===== src/rtl/wst_pkg.sv =====
package wst_pkg;

    typedef enum logic {
        RATE_BASE  = 1'b0,
        RATE_QUICK = 1'b1
    } rate_e;

    // Pick the ratio class from the translation flags
    function automatic rate_e pick_rate(input logic xlat_en,
                                        input logic xlat_quick,
                                        input logic win_en);
        if (xlat_quick || (xlat_en && win_en))
            return RATE_QUICK;
        return RATE_BASE;
    endfunction

endpackage


===== src/rtl/wst_ratio_sel.sv =====
module wst_ratio_sel #(
    parameter int RATIO_BASE  = 3,
    parameter int RATIO_QUICK = 2,
    parameter int RW          = 3
) (
    input  logic          xlat_en,
    input  logic          xlat_quick,
    input  logic          win_en,
    output logic [RW-1:0] ratio
);
    import wst_pkg::*;

    localparam logic [RW-1:0] BASE_V  = RW'(RATIO_BASE);
    localparam logic [RW-1:0] QUICK_V = RW'(RATIO_QUICK);

    rate_e sel;

    always_comb begin
        sel   = pick_rate(xlat_en, xlat_quick, win_en);
        ratio = (sel == RATE_QUICK) ? QUICK_V : BASE_V;
    end

endmodule


===== src/rtl/wst_acc_counter.sv =====
module wst_acc_counter #(
    parameter int CNT_W = 2,
    parameter int RW    = 3,
    parameter bit PULSE_SAFE = 1'b1
) (
    input  logic          clk,
    input  logic          rst,
    input  logic          acc_stb,
    input  logic          fast_clk,
    input  logic [RW-1:0] ratio,
    output logic          stretch
);
    typedef struct packed {
        logic [CNT_W-1:0] cnt;
        logic             req;
    } state_t;

    state_t st_d, st_q;
    logic [RW-1:0] bump;

    always_comb begin
        st_d     = st_q;
        st_d.req = 1'b0;
        bump     = RW'(st_q.cnt) + RW'(1);
        if (!fast_clk || ratio == '0) begin
            st_d.cnt = '0;
        end else if (acc_stb) begin
            if (bump >= ratio) begin
                st_d.req = 1'b1;
                st_d.cnt = '0;
            end else begin
                st_d.cnt = bump[CNT_W-1:0];
            end
        end
    end

    always_ff @(posedge clk) begin
        if (rst) st_q <= '0;
        else     st_q <= st_d;
    end

    assign stretch = st_q.req;

    // reset leaves a clean state
    assert_reset_clear_R1: assert property (@(posedge clk) disable iff (rst)
        $past(rst) |-> (!st_q.req && st_q.cnt == '0));

    // slow mode raises nothing and empties the count
    assert_slow_quiet_R2: assert property (@(posedge clk) disable iff (rst)
        !$past(fast_clk) |-> (!st_q.req && st_q.cnt == '0));

    // a request always follows a strobe
    assert_needs_strobe_R7: assert property (@(posedge clk) disable iff (rst)
        st_q.req |-> $past(acc_stb));

    // no strobe, count kept
    assert_hold_count_R7: assert property (@(posedge clk) disable iff (rst)
        ($past(fast_clk) && !$past(acc_stb) && $past(ratio) != '0 && !$past(rst))
            |-> $stable(st_q.cnt));

    // request restarts the count
    assert_restart_R6: assert property (@(posedge clk) disable iff (rst)
        st_q.req |-> st_q.cnt == '0);

    generate
        if (PULSE_SAFE) begin : g_pulse
            // request is one cycle wide
            assert_one_cycle_R6: assert property (@(posedge clk) disable iff (rst)
                st_q.req |=> !st_q.req);
        end
    endgenerate

endmodule


===== src/rtl/wst_stretcher.sv =====
module wst_stretcher #(
    parameter int RATIO_BASE  = 3,
    parameter int RATIO_QUICK = 2
) (
    input  logic clk,
    input  logic rst,
    input  logic acc_stb,
    input  logic fast_clk,
    input  logic xlat_en,
    input  logic xlat_quick,
    input  logic win_en,
    output logic stretch
);
    localparam int RMAX  = (RATIO_BASE > RATIO_QUICK) ? RATIO_BASE : RATIO_QUICK;
    localparam int CNT_W = (RMAX > 1) ? $clog2(RMAX) : 1;
    localparam int RW    = CNT_W + 1;
    localparam bit PULSE_SAFE = (RATIO_BASE != 1) && (RATIO_QUICK != 1);

    logic [RW-1:0] ratio;

    wst_ratio_sel #(
        .RATIO_BASE (RATIO_BASE),
        .RATIO_QUICK(RATIO_QUICK),
        .RW         (RW)
    ) u_sel (
        .xlat_en   (xlat_en),
        .xlat_quick(xlat_quick),
        .win_en    (win_en),
        .ratio     (ratio)
    );

    wst_acc_counter #(
        .CNT_W     (CNT_W),
        .RW        (RW),
        .PULSE_SAFE(PULSE_SAFE)
    ) u_cnt (
        .clk     (clk),
        .rst     (rst),
        .acc_stb (acc_stb),
        .fast_clk(fast_clk),
        .ratio   (ratio),
        .stretch (stretch)
    );

    generate
        if (RATIO_QUICK == 0) begin : g_zero_quick
            // zero ratio selected, no request
            assert_zero_quick_R8: assert property (@(posedge clk) disable iff (rst)
                $past(xlat_quick) |-> !stretch);
        end
        if (RATIO_BASE == 0) begin : g_zero_base
            // zero ratio selected, no request
            assert_zero_base_R8: assert property (@(posedge clk) disable iff (rst)
                (!$past(xlat_quick) && !($past(xlat_en) && $past(win_en))) |-> !stretch);
        end
    endgenerate

endmodule


===== config.mk =====
export PLATFORM = sky130hd
export DESIGN_NAME = wst_stretcher
export DESIGN_NICKNAME = d
export VERILOG_FILES = /design/src/rtl/wst_pkg.sv /design/src/rtl/wst_ratio_sel.sv /design/src/rtl/wst_acc_counter.sv /design/src/rtl/wst_stretcher.sv
export SDC_FILE = /design/constraint.sdc
export NUM_CORES = 1
export LEC_CHECK = 0
export ABC_AREA = 1
export BUFFER_PORTS_ARGS = -buffer_cell sky130_fd_sc_hd__buf_2
export CAP_MARGIN = 20
export CORE_AREA = 10 10 47 49
export DETAILED_ROUTE_END_ITERATION = 6
export DIE_AREA = 0 0 57 59
export GPL_TIMING_DRIVEN = 0
export PLACE_DENSITY = 0.36
export SLEW_MARGIN = 30
export SYNTH_ARGS = -nofsm -noshare
export SYNTH_HDL_FRONTEND = slang
export SYNTH_SLANG_ARGS = --single-unit

===== constraint.sdc =====
create_clock -name clk -period 1.6 [get_ports clk]
set_clock_uncertainty 0.2 [all_clocks]
set_input_delay 0.24 -clock clk [delete_from_list [all_inputs] [get_ports clk]]
set_output_delay 0.24 -clock clk [all_outputs]
set_load 0.01 [all_outputs]

# Word level (Yosys, flattened, before mapping)
# Index checks and enable logic that the tools add are counted.
# totals
word_cells	18
register_bits	3
# op_classes
addsub	1
bitwise_logic	1
n_lt_le_gt_ge	1
muxes	6
reduce_logical	7
# ops
op	n
$mux 1	5
$add 2x1->3 const B	1
$ge 3x2->1	1
$logic_not 3->1	1
$reduce_or 3->1	1
$logic_or 1x1->1	2
$mux 2	1
$reduce_or 2->1	1
$logic_and 1x1->1	1
$logic_not 1->1	1
$not 1->1	1

# Longest topological paths before layout
# logic_depth
depth_word	8
ltp_mapped	7
mapped_depth_nobuf	7

# By module
# A second synthesis with hierarchy kept.
# hier_totals
cells_unflattened	42
area_unflattened_um2	256.5
# modules_own_cells
module	seq_area_each_um2	instances	area_per_inst_um2	cells_each
wst_acc_counter	60.1	1	225.2	37
wst_ratio_sel	0.0	1	31.3	5

# Worst setup path before layout
# Ideal clock, no wire load.
# synth_path
path_type	register to register
from	reg u_cnt.st_q[1] in the netlist's numbering
to	reg u_cnt.st_q (netlist bit u_cnt.stretch)
arrival_ps	914
setup_slack_ps	377
t_required_ps	1291
setup_ps	109
stages_incl_launch_ff	7
path_cell_list	dfxtp_1 > inv_1 > ha_1 > nand2_1 > nand3_1 > nand2_1 > inv_1
# synth_between
elab_chain_len	3
# synth_lines
item	line	source
from (decl)	wst_acc_counter.sv:18	state_t st_d, st_q;
from (signal assigned)	wst_acc_counter.sv:39	else st_q <= st_d;
$add 2x1->3	wst_acc_counter.sv:24	bump = RW'(st_q.cnt) + RW'(1);
$ge 3x2->1	wst_acc_counter.sv:28	if (bump >= ratio) begin
$mux 1	wst_acc_counter.sv:28	
# No other way between the ends.
# A chain may end at the register's enable or synchronous reset.

# Worst setup path in the final report
# Ends and elaborated chain as after synthesis.

==> run summary <==
root buffer cell -> clkbuf_4
endpoints failing setup -> 0
R2R Setup Slk -> 270 ps
reg2reg end -> u_cnt.stretch$_SDFF_PP0_
max_cap viols -> 0
net count after synthesis -> 46
Synth-to-Final Area Change -> 37.57%
cell row count -> 14
Pre-Repair DR Iteration Count -> 4
pin slew with the least headroom to its limit -> 162.1 ps
Max Slew Vio Count -> 0
post-cts resize count -> 0
slowest stage delay, CP -> 390 ps
Cell Area, Placed -> 271.5 µm²
wire per inst -> 7.460 µm
input/output buffers -> 7
Crit-path slowest cell -> dfxtp_1
DRT iter0 DRCs -> 3
I/O pin count -> 8
Gate power share -> 12.7%
CTS tree -> built
VDD IR-drop max -> 0.0003971 V
P_int -> 0.1849 mW
Post-synth ARST share -> 0%
Worst EP arrival -> 1260 ps
ANT nets after route -> 0
Syn Area/Cell -> 6.013 µm²
Netlist cell types -> 9
DR top layer -> met3
CP cell instances -> inv_1, ha_1, nand2_1, nand3_1, nand2_1, inv_1
CTS H-tree lvls -> 1
Post-synth top flop -> dfxtp_1
P_sw -> 0.05480 mW
area of the core -> 1401 µm²
CP max FO -> 4
final layout net count -> 58
synthesis warning total -> 0
crit path time final -> 1333 ps
post-DR vias/cell -> 3.571
WL met3 -> 67 µm
Final Hold Viols -> 0
Synth top area share -> 27.75%
Yosys top cell by area -> dfxtp_1
Yosys reg bits -> 3
Hold Crit Start -> rst
DP Wirelength -> 408.2 µm
Fillers -> 164
Area contributors post-synth -> dfxtp_1, nand2_1, ha_1
leakage power -> 0.1803 nW
min-delay worst type -> input pin to flop
die width -> 57 µm
cell family with most CP delay -> flip-flops
Overflow after GRT -> 0
status -> finished clean
diode count -> 0
Worst R2R Path Depth -> 6
EDFF count, synth -> 0
cts hold-fix bufs -> 0
CP Launch Type -> flop
postcts setup bufs -> 0
first-pass GRT wire length -> 814 µm
Clock transition at path regs -> 40 ps
initial cell density of the core -> 15.45%
crit path capture type -> flop
Tcrit/Tclk final -> 83.28%
initial antenna violation count -> 0
RePlAce Congestion -> 0.6981
Design Area, Final -> 297.8 µm²
hold path endpoint -> u_cnt.st_q[2]$_SDFFE_PP0P_
wire length on met1 -> 196 µm
Setup TNS Final -> 0 ps
DR DRC count -> 0
WS Path Type -> flop to flop
final WL -> 470 µm
fraction of layout cells with a size suffix above 1 -> 23.40%
mapped cell area -> 216.5 µm²
clock buffer depth -> 2
WP data required -> 1530 ps
full die area -> 3363 µm²
Inserted Clock Buffers -> 3
via count -> 225
largest net degree at the start of global routing -> 6
Sw Ratio -> 22.86%
Rel. slew slack -> 89.18%
worst skew pair latency -> 230 ps
Syn Inst Count -> 36
Power Dens Cells -> 805.1 nW/µm²
Die Ht -> 59 µm
All-Layer GR Usage -> 3.244%
vias in the first global route -> 219
worst path bufs/invs -> 2
R2R Path Start -> u_cnt.st_q[1]$_SDFFE_PP0P_
Flop pwr share -> 33.1%
Met2 Wirelength -> 206 µm
most common cell in the netlist -> nand2_1
Sink Count -> 3
Synth top cells by count -> nand2_1, inv_1, nor2_1, dfxtp_1, ha_1
Max Clk Rate -> 0.7504 GHz
clock power share -> 54.2%
Seq/Total Area, Yosys -> 27.75%
worst hold stages -> 4
RSZ-0062 raised after global routing -> false
[cell usage in the layout, fill, tap and decap left out]
cell type / count
nand2_2: 1
nand3_1: 1
dfxtp_1: 3
a21oi_1: 1
o21ai_0: 1
buf_2: 7
clkbuf_1: 1
clkbuf_4: 3
ha_1: 3
nand2_1: 11
nor2_1: 5
inv_1: 10
[power by group through the flow]
stage	sequential, mW	clock (mW)	combinational, mW
4_1_cts	0.0795	0.137	0.0311
3_5_place_dp	0.0806	0	0.0309
5_1_grt	0.0796	0.158	0.0361
3_3_place_gp	0.0808	0	0.0311
6_report	0.0794	0.130	0.0304
2_1_floorplan	0.0802	0	0.0182
[kinds of logic (layout without fill, tap and decap cells)]
logic type	after synthesis	after routing	share of synthesized area, %
buffers and inverters	10	21	17.34
adder cells (fa/ha/maj)	3	3	17.34
flip-flops	3	3	27.75
AND/OR/NAND/NOR	18	18	32.95
AO/OA/AOI/OAI	2	2	4.620
[worst max-delay path by stage]
| stage | startpoint | to | slack (ps) | cells past startpoint |
|---|---|---|---|---|
| 6_report | u_cnt.st_q[1]$_SDFFE_PP0P_ | u_cnt.stretch$_SDFF_PP0_ | 270 | 6 |
| 5_1_grt | u_cnt.st_q[1]$_SDFFE_PP0P_ | u_cnt.stretch$_SDFF_PP0_ | 160 | 6 |
| 3_3_place_gp | u_cnt.st_q[1]$_SDFFE_PP0P_ | u_cnt.stretch$_SDFF_PP0_ | 250 | 6 |
| 3_5_place_dp | u_cnt.st_q[1]$_SDFFE_PP0P_ | u_cnt.stretch$_SDFF_PP0_ | 260 | 6 |
| 2_1_floorplan | u_cnt.st_q[1]$_SDFFE_PP0P_ | u_cnt.stretch$_SDFF_PP0_ | 380 | 6 |
| 4_1_cts | u_cnt.st_q[1]$_SDFFE_PP0P_ | u_cnt.stretch$_SDFF_PP0_ | 250 | 6 |
[final cells by class]
type / instances / area [µm²] / share of cell area, %
repair buffers: 7 / 35.03 / 11.76
clock buffers: 4 / 26.28 / 8.824
flip-flops and latches: 3 / 60.06 / 20.17
multi-input cells: 23 / 118.9 / 39.92
inverters: 10 / 37.54 / 12.61
well taps: 16 / 20.02 / 6.723
[worst min-delay path, cell delays in order]
cell and delay (ps):
buf_2 90, nor2_1 50, nand2_1 60, nor2_1 40
[stage by stage]
stage          power [mW]  setup WS, ps  cells  hold slack (ps)  utilization (%)
2_1_floorplan     0.09833         377.3     36            191.6                -
3_3_place_gp       0.1118         245.1     59            332.1            19.38
3_5_place_dp       0.1115         256.8     59            333.1            19.38
4_1_cts            0.2477         246.5     63            92.24            21.25
5_1_grt            0.2737         155.9     63            84.94            21.25
6_report           0.2397         267.5     63            97.96            21.25
[registers in the layout, indices dropped and copies added, names as in the netlist]
name / count
u_cnt.st_q: 2
u_cnt.stretch: 1
[routing by layer]
layer,up-vias,global-route usage [%]
met5,-,0
met4,0,2.013
met3,0,3.648
met2,8,4.496
met1,92,2.738
li1,125,-
(Power assumes the default switching activity.)
